File: src/rtl/lsm_pkg.sv
package lsm_pkg;
  typedef enum logic [1:0] {
    SQ_IDLE = 2'd0,
    SQ_RUN  = 2'd1,
    SQ_FIN  = 2'd2
  } sq_state_t;

  localparam int unsigned WORD_BYTES = 4;
endpackage

File: src/rtl/lsm_lowbit.sv
module lsm_lowbit #(
  parameter int unsigned N  = 16,
  localparam int unsigned IW = $clog2(N)
) (
  input  logic [N-1:0]  mask_i,
  output logic          any_o,
  output logic [IW-1:0] idx_o
);
  always_comb begin
    idx_o = '0;
    for (int i = N - 1; i >= 0; i--) begin
      if (mask_i[i]) idx_o = IW'(i);
    end
  end

  assign any_o = |mask_i;
endmodule

File: src/rtl/lsm_popcnt.sv
module lsm_popcnt #(
  parameter int unsigned N  = 16,
  localparam int unsigned CW = $clog2(N + 1)
) (
  input  logic [N-1:0]  mask_i,
  output logic [CW-1:0] cnt_o
);
  always_comb begin
    cnt_o = '0;
    for (int i = 0; i < N; i++) begin
      cnt_o = cnt_o + CW'(mask_i[i]);
    end
  end
endmodule

File: src/rtl/lsm_seq.sv
module lsm_seq
  import lsm_pkg::*;
#(
  parameter int unsigned NREG = 16,
  parameter int unsigned AW   = 32,
  localparam int unsigned IW  = $clog2(NREG),
  localparam int unsigned CW  = $clog2(NREG + 1)
) (
  input  logic            clk,
  input  logic            rst,
  input  logic            start_i,
  input  logic [NREG-1:0] reg_list_i,
  input  logic [AW-1:0]   base_i,
  input  logic            wb_en_i,
  input  logic            load_i,
  input  logic            mem_ready_i,
  output logic            acc_valid_o,
  output logic [IW-1:0]   acc_reg_o,
  output logic [AW-1:0]   acc_addr_o,
  output logic            busy_o,
  output logic            done_o,
  output logic            wb_valid_o,
  output logic [AW-1:0]   wb_value_o,
  output logic            ret_o
);
  sq_state_t       state_q;
  logic [NREG-1:0] rem_q;
  logic            wb_en_q;
  logic            ret_q;

  logic [NREG-1:0] rest;
  logic [NREG-1:0] pick_in;
  logic            pick_any;
  logic [IW-1:0]   pick_idx;
  logic [CW-1:0]   list_cnt;
  logic            take;

  assign take    = acc_valid_o && mem_ready_i;
  assign rest    = rem_q & (rem_q - 1'b1);
  assign pick_in = (state_q == SQ_IDLE) ? reg_list_i : rest;
  assign busy_o  = (state_q != SQ_IDLE);

  lsm_lowbit #(.N(NREG)) u_pick (
    .mask_i (pick_in),
    .any_o  (pick_any),
    .idx_o  (pick_idx)
  );

  lsm_popcnt #(.N(NREG)) u_cnt (
    .mask_i (reg_list_i),
    .cnt_o  (list_cnt)
  );

  always_ff @(posedge clk) begin
    if (rst) begin
      state_q     <= SQ_IDLE;
      rem_q       <= '0;
      wb_en_q     <= 1'b0;
      ret_q       <= 1'b0;
      acc_valid_o <= 1'b0;
      acc_reg_o   <= '0;
      acc_addr_o  <= '0;
      done_o      <= 1'b0;
      wb_valid_o  <= 1'b0;
      wb_value_o  <= '0;
      ret_o       <= 1'b0;
    end else begin
      case (state_q)
        SQ_IDLE: begin
          done_o     <= 1'b0;
          wb_valid_o <= 1'b0;
          ret_o      <= 1'b0;
          if (start_i) begin
            rem_q      <= reg_list_i;
            wb_en_q    <= wb_en_i;
            ret_q      <= load_i && reg_list_i[NREG-1];
            wb_value_o <= base_i + (AW'(list_cnt) * AW'(WORD_BYTES));
            if (pick_any) begin
              acc_valid_o <= 1'b1;
              acc_reg_o   <= pick_idx;
              acc_addr_o  <= base_i;
              state_q     <= SQ_RUN;
            end else begin
              done_o     <= 1'b1;
              wb_valid_o <= wb_en_i;
              state_q    <= SQ_FIN;
            end
          end
        end
        SQ_RUN: begin
          if (take) begin
            rem_q <= rest;
            if (pick_any) begin
              acc_reg_o  <= pick_idx;
              acc_addr_o <= acc_addr_o + AW'(WORD_BYTES);
            end else begin
              acc_valid_o <= 1'b0;
              done_o      <= 1'b1;
              wb_valid_o  <= wb_en_q;
              ret_o       <= ret_q;
              state_q     <= SQ_FIN;
            end
          end
        end
        default: begin
          done_o     <= 1'b0;
          wb_valid_o <= 1'b0;
          ret_o      <= 1'b0;
          state_q    <= SQ_IDLE;
        end
      endcase
    end
  end


  stall_hold_chk: assert property (@(posedge clk) disable iff (rst)
    (acc_valid_o && !mem_ready_i) |=>
      (acc_valid_o && $stable(acc_reg_o) && $stable(acc_addr_o)));


  addr_step_chk: assert property (@(posedge clk) disable iff (rst)
    take |=> (!acc_valid_o || acc_addr_o == $past(acc_addr_o) + AW'(WORD_BYTES)));


  reg_order_chk: assert property (@(posedge clk) disable iff (rst)
    take |=> (!acc_valid_o || acc_reg_o > $past(acc_reg_o)));


  reg_in_list_chk: assert property (@(posedge clk) disable iff (rst)
    acc_valid_o |-> rem_q[acc_reg_o]);


  done_pulse_chk: assert property (@(posedge clk) disable iff (rst)
    done_o |=> !done_o);


  done_quiet_chk: assert property (@(posedge clk) disable iff (rst)
    done_o |-> !acc_valid_o);


  ret_with_done_chk: assert property (@(posedge clk) disable iff (rst)
    ret_o |-> done_o);
endmodule

File: config.mk
export PLATFORM = sky130hd
export DESIGN_NAME = lsm_seq
export DESIGN_NICKNAME = d
export VERILOG_FILES = /design/src/rtl/lsm_pkg.sv /design/src/rtl/lsm_lowbit.sv /design/src/rtl/lsm_popcnt.sv /design/src/rtl/lsm_seq.sv
export SDC_FILE = /design/constraint.sdc
export NUM_CORES = 1
export LEC_CHECK = 0
export ABC_CLOCK_PERIOD_IN_PS = 10700
export BUFFER_PORTS_ARGS = -buffer_cell sky130_fd_sc_hd__buf_2
export CORE_MARGIN = 1
export CORE_UTILIZATION = 30
export DETAILED_ROUTE_END_ITERATION = 10
export GPL_TIMING_DRIVEN = 0
export PLACE_DENSITY = 0.56
export SYNTH_ARGS = -nofsm -noshare
export SYNTH_HDL_FRONTEND = slang
export SYNTH_SLANG_ARGS = --single-unit
File: constraint.sdc
create_clock -name clk -period 10.7 [get_ports clk]
set_input_delay 1.605 -clock clk [delete_from_list [all_inputs] [get_ports clk]]
set_output_delay 1.605 -clock clk [all_outputs]
set_load 0.01 [all_outputs]
Word level (Yosys, flattened, before mapping). Cells that the tools add are included.

Bits of input ports: 54. Bits in registers: 92. Output and inout port bits: 73.

Mux-type cells: 49. Equality and inequality tests: 6. Bitwise gates (word level): 3. Reduce and logical (&&, ||, !) cells: 14. Add/sub/neg operators: 18.

Operator list (number): $mux W32 (4); $mux W4 (19); $add A5 B1 Y5 (14); $pmux W32 S2 (1); $mux W16 (3); $add A32 B3 Y32 const B (1); $add A32 B7 Y32 (1); $pmux W16 S2 (1); $and A16 B16 Y16 (1); $reduce_or A16 Y1 (1); $sub A16 B1 Y16 const B (1); $mux W1 (12); $ne A2 B2 Y1 const B (5); $reduce_and A5 Y1 (2); $mux W2 (4); $pmux W4 S2 (1); $pmux W1 S2 (3); $reduce_and A2 Y1 (3); $reduce_and A3 Y1 (2); $pmux W2 S2 (1); $reduce_bool A2 Y1 (2); $add A1 B1 Y2 (1); $eq A2 B1 Y1 const B (1); $logic_and A1 B1 Y1 (2); other kinds (3) (4).

Longest topological paths before layout. Gate-level depths: netlist of run 1.

Depth after elaboration: 22. Gate-level depth with buffers: 21.

By module. Synthesis of run 1 repeated with hierarchy kept, for this count alone.

Cells, all modules: 770. Area, all modules: 5875.6 µm².

Modules (own cells, without submodules): lsm_seq (times used 1, area each 5291.3 µm², cells an instance 689); lsm_popcnt (times used 1, area each 407.9 µm², cells an instance 47); lsm_lowbit (times used 1, area each 176.4 µm², cells an instance 34).

Worst setup path after synthesis of run 1. Ideal clock, no wire load.

Path kind: input to register. Start point: input reg_list_i[0]. End point: register wb_value_o[26]. Slack: 3.933 ns. Cell stages on the path: 17. Data arrival time: 6.682 ns. Cells stage by stage: ha_1 -> inv_1 -> fa_1 -> fa_1 -> fa_1 -> fa_1 -> fa_1 -> fa_1 -> xnor2_1 -> ha_1 -> a21oi_1 -> o21bai_1 -> a21oi_1 -> nor4b_1 -> nand4_1 -> xor2_1 -> a211oi_1.

Cells in the longest elaborated chain, start to end: 16.

Ends and longest elaborated chain: from (decl) (line lsm_seq.sv:12) `input logic [NREG-1:0] reg_list_i,`; $add A1 B1 Y2 (line lsm_popcnt.sv:11) `cnt_o = cnt_o + CW'(mask_i[i]);`; $add A5 B1 Y5 (14 in series) (line lsm_popcnt.sv:11); $add A32 B7 Y32 (line lsm_seq.sv:77) `wb_value_o <= base_i + (AW'(list_cnt) * AW'(WORD_BYTES));`; to (signal assigned) (line lsm_seq.sv:77); to (decl) (line lsm_seq.sv:23) `output logic [AW-1:0] wb_value_o,`.

No other way between the ends. A chain may end at the register's enable or synchronous reset.

Final worst setup path of run 1.
Start point: input reg_list_i[0]. End point: register wb_value_o[30].

The elaborated chain is that of the path after synthesis.

==> results of run 1 <==
-- per-stage QoR --
step | setup slack (ns) | hold slack, ns
floorplan | 3.93 | 0.431
global placement | 3.24 | 0.442
detailed placement | 3.15 | 0.445
CTS | 3.50 | 0.453
global route | 3.17 | 0.467
finish | 3.49 | 0.450
-- worst paths after layout --
| path | start | end | slack [ns] | cells past startpoint |
|---|---|---|---|---|
| worst max register to register | state_q[0] | acc_addr_o[29] | 6.72 | 11 |
| worst min-delay path | wb_value_o[7] | wb_value_o[7] | 0.45 | 2 |
| worst min register to register | wb_value_o[7] | wb_value_o[7] | 0.45 | 2 |
| worst max-delay path | reg_list_i[0] | wb_value_o[30] | 3.49 | 18 |
-- cell families (layout without fill, tap and decap cells) --
kind of cell | count (synthesis) | count (layout) | share of synthesized area
xor+xnor | 24 | 24 | 0.0364
simple gates | 278 | 278 | 0.235
fa+ha+maj | 22 | 22 | 0.0620
flops | 92 | 92 | 0.319
compound gates | 252 | 252 | 0.285
mux | 2 | 2 | 0.00347
buf+inv | 88 | 229 | 0.0598
-- sequential cells by signal (all words and copies together) (netlist names) --
signal / flops
acc_addr_o: 32
wb_value_o: 32
rem_q: 16
acc_reg_o: 4
state_q: 2
acc_valid_o: 1
done_o: 1
ret_o: 1
ret_q: 1
wb_en_q: 1
wb_valid_o: 1
-- final cells by class --
cell class                      instances  area [sq um]  area share
Multi-Input combinational cell        578          3580       0.511
Clock inverter                          6          91.3      0.0130
Tap cell                              234           293      0.0417
Timing Repair Buffer                  125           626      0.0891
Buffer                                 54           218      0.0310
Inverter                               34           128      0.0182
Clock buffer                           10           239      0.0340
Sequential cell                        92          1840       0.262
-- worst register-to-register path, cell delays in order, from the launching register on --
cell      delay, ns
dfxtp_1        0.30
clkbuf_1       0.36
nor2_1         0.31
inv_2          0.22
clkbuf_1       0.39
a21oi_1        0.21
nor2_1         0.25
nand3_1        0.18
o31ai_1        0.78
clkbuf_1       0.53
o21ai_0        0.18
a21oi_1        0.18
-- per-layer routing --
metal | wire, um | GRT usage | share of wire | up-vias
met3 | 1420 | 0.0323 | 0.065 | 29
met4 | 512 | 0.0801 | 0.024 | 0
met1 | 10400 | 0.313 | 0.48 | 3003
li1 | - | - | - | 3054
met2 | 9430 | 0.323 | 0.43 | 248
met5 | 0 | 0 | 0 | -
-- power breakdown --
group,total (uW),internal (uW),switching (uW)
Clock,368,214,155
Combinational,421,167,254
Sequential,400,374,26.6
-- cells in the final DEF, fill, tap and decap left out, drive strengths merged, types with 7 or more instances in the layout --
| master | Yosys | final |
|---|---|---|
| a211oi | 29 | 29 |
| a21oi | 77 | 77 |
| a22oi | 14 | 14 |
| a311oi | 11 | 11 |
| a31oi | 7 | 7 |
| and3 | 7 | 7 |
| buf | 10 | 135 |
| clkbuf | 44 | 54 |
| dfxtp | 92 | 92 |
| fa | 11 | 11 |
| ha | 11 | 11 |
| inv | 34 | 37 |
| nand2 | 77 | 77 |
| nand2b | 14 | 14 |
| nand3 | 21 | 21 |
| nand4 | 18 | 18 |
| nor2 | 71 | 71 |
| nor3 | 28 | 28 |
| o21ai | 53 | 53 |
| o22ai | 8 | 8 |
| o32ai | 8 | 8 |
| or3 | 10 | 10 |
| xnor2 | 11 | 11 |
| xor2 | 13 | 13 |
==> impl_metrics.yaml, run 1 <==
setup_path:
  cp_cell_sequence: "buf_2 -> ha_1 -> inv_1 -> fa_1 -> fa_1 -> fa_1 -> fa_1 -> fa_1 -> fa_1 -> xnor2_1 -> ha_1 -> a21oi_1 -> o21bai_1 -> a21oi_1 -> nor4b_1 -> nand4_1 -> xor2_1 -> a211oi_1"
  cp_slowest_cell: "nor4b_1"
  criticalPathCategory: "primary input to flip-flop"
  end_kind: "flip-flop"
  arrival_ns: 7.48
  path_max_fanout: 6
  crit_path_max_incr_delay_ns: 1.03
  crit_family: "adder cells"
  start_kind: "primary input"
  critPathBufInv: 2
  critPathMostFrequentCell: "fa_1"
  crit_required_ns: 10.98
die:
  core_sq_mm: 0.0188
  boundaryPins: 127
  start_util: 0.308
  die_area_sq_mm: 0.0198
  die_h_um: 141
  die_w_um: 141
  rows: 50
global_routing:
  grt_pass1_vias: 5476
  overflow: 0
  grt_antenna_before_repair: 0
  grt_start_max_net_pins: 17
  grt_pass1_wl_mm: 32.7
  grt_use_total: 0.217
timing:
  maxSlewViolCount: 0
  tightest_slew_ns: 1.18
  finalSetupViolations: 0
  clock.fmax_ghz: 0.139
  layout_min_cycle_time_ns: 7.21
  post-route-period-util: 0.674
  slew_headroom: 0.199
  final_hold_viol_count: 0
  fin_setup_tns_ns: 0
  skew_ns: 0.0113
  rsz0062_at_grt: "false"
cts:
  hold_buffers: 0
  clockBufferDepth: 2
  cts.repair.resized: 0
  clock_latency_ns: 0.36
  clock-root-buffer: "clkbuf_16"
  cts_num_sinks: 92
  cts_made_buffers: 9
  htree_levels: 3
  post-cts-setup-buffer-count: 0
  path_clk_slew_ns: 0.07
  cts_tree: "yes"
placed_design:
  io_buffers: 125
  dp_hpwl_mm: 16.7
  dp_cells: 1117
  place_area_sq_mm: 0.00669
  gp_congestion: 0.876
route:
  num_vias: 6334
  drc_errors: 0
  via_per_inst: 5.59
  ant_nets: 0
  drt_iter0_markers: 612
  wl_mm: 21.8
  drt_pass1_iterations: 6
  routedWlPerCell_um: 19.2
synthesis:
  synth_area_sq_mm: 0.00577
  async_flop_share: 0
  ys_top_cells_by_count: "dfxtp_1 (92), a21oi_1 (77), nand2_1 (77)"
  synth_edf_count: 0
  syn-mean-instance-area_sq_um: 7.61
  synth.largest_area_cell: "dfxtp_1"
  synth-seq-cells: 92
  synth_nets: 834
  ys.flop_type: "dfxtp_1"
  netlist_top_cells_area: "dfxtp_1 (32%), a21oi_1 (6.7%), nand2_1 (5.0%)"
  ys_seq_area_frac: 0.319
  yosys_warnings: 0
  synth_most_common_cell: "dfxtp_1"
  synth_cell_types: 65
  synthCells: 758
  synth_top_area_frac: 0.319
layout:
  fin_util: 0.374
  n_antenna_cell: 0
  fin_cells: 1133
  area_growth_pct: 21.6
  fin_nets: 970
  final_cell_area_sq_mm: 0.00702
  fillers: 1995
  drive_gt1_frac: 0.174
power:
  peakVddDrop_v: 0.000114
  p_leak_uw: 0.00280
  pwr_density_cell_mw_per_mm2: 169
  finalPower_uw: 1190
min_path:
  worstHoldPathType: "flip-flop to flip-flop"
run:
  drv_cap: 0
outcome:
  status: "finished clean"
No activity file was read; power rests on OpenSTA's default activity.
==> inputs of run 2 (changes only) <==
ABC_CLOCK_PERIOD_IN_PS = 6250   (was 10700)
PLACE_DENSITY = 0.58   (was 0.56)
clock period = 6.25 ns   (was 10.7 ns; I/O delays follow)
==> run 2 against run 1 <==
  * Worst hold slack got worse by 0.00050 ns
  * Largest power group unchanged
  * Die area unchanged
  * Highest routed layer unchanged
  * Worst setup slack worse by 3.2 ns
  * First-iteration DRC count up 12%
  * Clock power grew 52%
  * Sequential power rose by 72%
  * Critical path type unchanged
  * Critical path depth stayed put
  * Non-clock buffer count is 1 higher
  * Clock skew fell by 0.00085 ns
  * Largest cell class unchanged
  * Utilization is essentially flat
  * Design area about the same
==> impl_metrics.yaml, run 2 (same netlist as run 1, synthesis figures left out) <==
timing:
  maxSlewViolCount: 0
  finalSetupViolations: 0
  finalWorstSetupSlack_ns: 0.278
  slew_headroom: 0.421
  clock.fmax_ghz: 0.167
  final_hold_viol_count: 0
  layout_min_cycle_time_ns: 5.97
  rsz0062_at_grt: "false"
  skew_ns: 0.0105
  tightest_slew_ns: 0.865
  fin_setup_tns_ns: 0
  post-route-period-util: 0.956
setup_path:
  critPathMostFrequentCell: "fa_1"
  criticalPathCategory: "primary input to flip-flop"
  crit_family: "adder cells"
  cp_cell_sequence: "buf_2 -> ha_1 -> inv_1 -> fa_1 -> fa_1 -> fa_1 -> fa_1 -> fa_1 -> fa_1 -> xnor2_1 -> ha_1 -> a21oi_1 -> o21bai_1 -> a21oi_2 -> nor4b_4 -> nand4_1 -> xor2_1 -> a211oi_1"
  cp_slowest_cell: "fa_1"
  crit_path_max_incr_delay_ns: 0.53
  end_kind: "flip-flop"
  critPathBufInv: 2
  path_max_fanout: 6
  rrSetupSlack_ns: 2.34
  arrival_ns: 6.24
  start_kind: "primary input"
  crit_required_ns: 6.52
cts:
  hold_buffers: 0
  cts_num_sinks: 92
  htree_levels: 3
  cts_made_buffers: 9
  cts_tree: "yes"
  path_clk_slew_ns: 0.07
  clock-root-buffer: "clkbuf_16"
  clockBufferDepth: 2
  clock_latency_ns: 0.35
min_path:
  worstHoldPathType: "flip-flop to flip-flop"
placed_design:
  dp_hpwl_mm: 16.4
  gp_congestion: 0.888
  post-place-ws_ns: -0.708
  io_buffers: 125
  dp_cells: 1117
layout:
  fillers: 2036
  area_growth_pct: 21.6
  final_common_cell: "buf_2"
  final_cell_mix: "buf_2 (131), dfxtp_1 (92), nand2_1 (77), a21oi_1 (76), nor2_1 (71)"
  fin_cells: 1134
  n_antenna_cell: 0
  fin_nets: 971
  regArea_sq_mm: 0.00184
  multi_input_area_sq_mm: 0.00361
  top_regs: "acc_addr_o (32), wb_value_o (32), rem_q (16)"
  fin_util: 0.374
  drive_gt1_frac: 0.179
route:
  wl_mm: 21.8
  ant_nets: 0
  routedWlPerCell_um: 19.2
  via_per_inst: 5.71
  drt_iter0_markers: 686
  drc_errors: 0
  drt_pass1_iterations: 5
  num_vias: 6474
die:
  die_w_um: 141
  rows: 50
  die_h_um: 141
  die_area_sq_mm: 0.0198
  core_sq_mm: 0.0188
  start_util: 0.308
  boundaryPins: 127
power:
  finalPower_uw: 2030
  peakVddDrop_v: 0.000114
  pwr_density_cell_mw_per_mm2: 289
  p_leak_uw: 0.00281
global_routing:
  overflow: 0
  grt_start_max_net_pins: 16
  grt_pass1_wl_mm: 33.6
  grt_antenna_before_repair: 0
  grt_use_total: 0.219
  grt_pass1_vias: 5826
outcome:
  status: "finished clean"
run:
  drv_cap: 0
==> run 2: cell count changes in the layout (fill, tap and decap cells not counted), moves of 2 or more <==
cell       delta
bufinv_16     -2
clkbuf_8      +2
clkinv_4      +2
inv_6         -2
==> run 2: tightest hold or removal path, stage by stage (launching register included) <==
cell and delay, ns:
dfxtp_1 0.31, nand2_1 0.05, a21oi_1 0.05
==> run 2: metal layers <==
| layer | share of wire | wire length (um) | GRT usage | vias to the layer above |
|---|---|---|---|---|
| li1 | - | - | - | 3060 |
| met1 | 0.46 | 10000 | 0.317 | 3052 |
| met2 | 0.43 | 9370 | 0.325 | 320 |
| met3 | 0.081 | 1770 | 0.0306 | 42 |
| met4 | 0.027 | 590 | 0.0887 | 0 |
| met5 | 0 | 0 | 0 | - |
==> run 2: final timing paths <==
check              endpoint  cells past startpoint          start
max          wb_value_o[30]                     18  reg_list_i[0]
min           wb_value_o[0]                      2  wb_value_o[0]
max reg2reg  acc_addr_o[29]                     11     state_q[0]
min reg2reg   wb_value_o[0]                      2  wb_value_o[0]
==> run 2: layout make-up <==
class                      count  share of cell area
buffer                        54              0.0312
clock buffer                  12              0.0380
multi-input combinational    578               0.514
sequential                    92               0.262
tap                          234              0.0417
timing repair buffer         126              0.0902
clock inverter                 4             0.00446
inverter                      34              0.0182
==> run 2: what timing repair did <==
item | CTS | global route
resized for setup | 1 | 5
cloned | 0 | 0
pin swaps | 0 | 1
setup buffers | 0 | 1
endpoints found under the setup margin | 6 | 10
==> run 2: through the flow <==
step / hold slack (ns) / instance area (sq um)
2_1_floorplan: 0.431 / 5770
3_3_place_gp: 0.439 / 6690
3_5_place_dp: 0.443 / 6690
4_1_cts: 0.452 / 6990
5_1_grt: 0.472 / 7020
6_report: 0.450 / 7020
==> run 2: report_power, final <==
group / internal [uW] / switching, uW / leakage [uW] / total [uW]
logic: 299 / 484 / 0.00191 / 783
registers: 640 / 47.0 / 0.000758 / 687
clock network: 305 / 254 / 0.000149 / 559
total: 1240 / 785 / 0.00281 / 2030
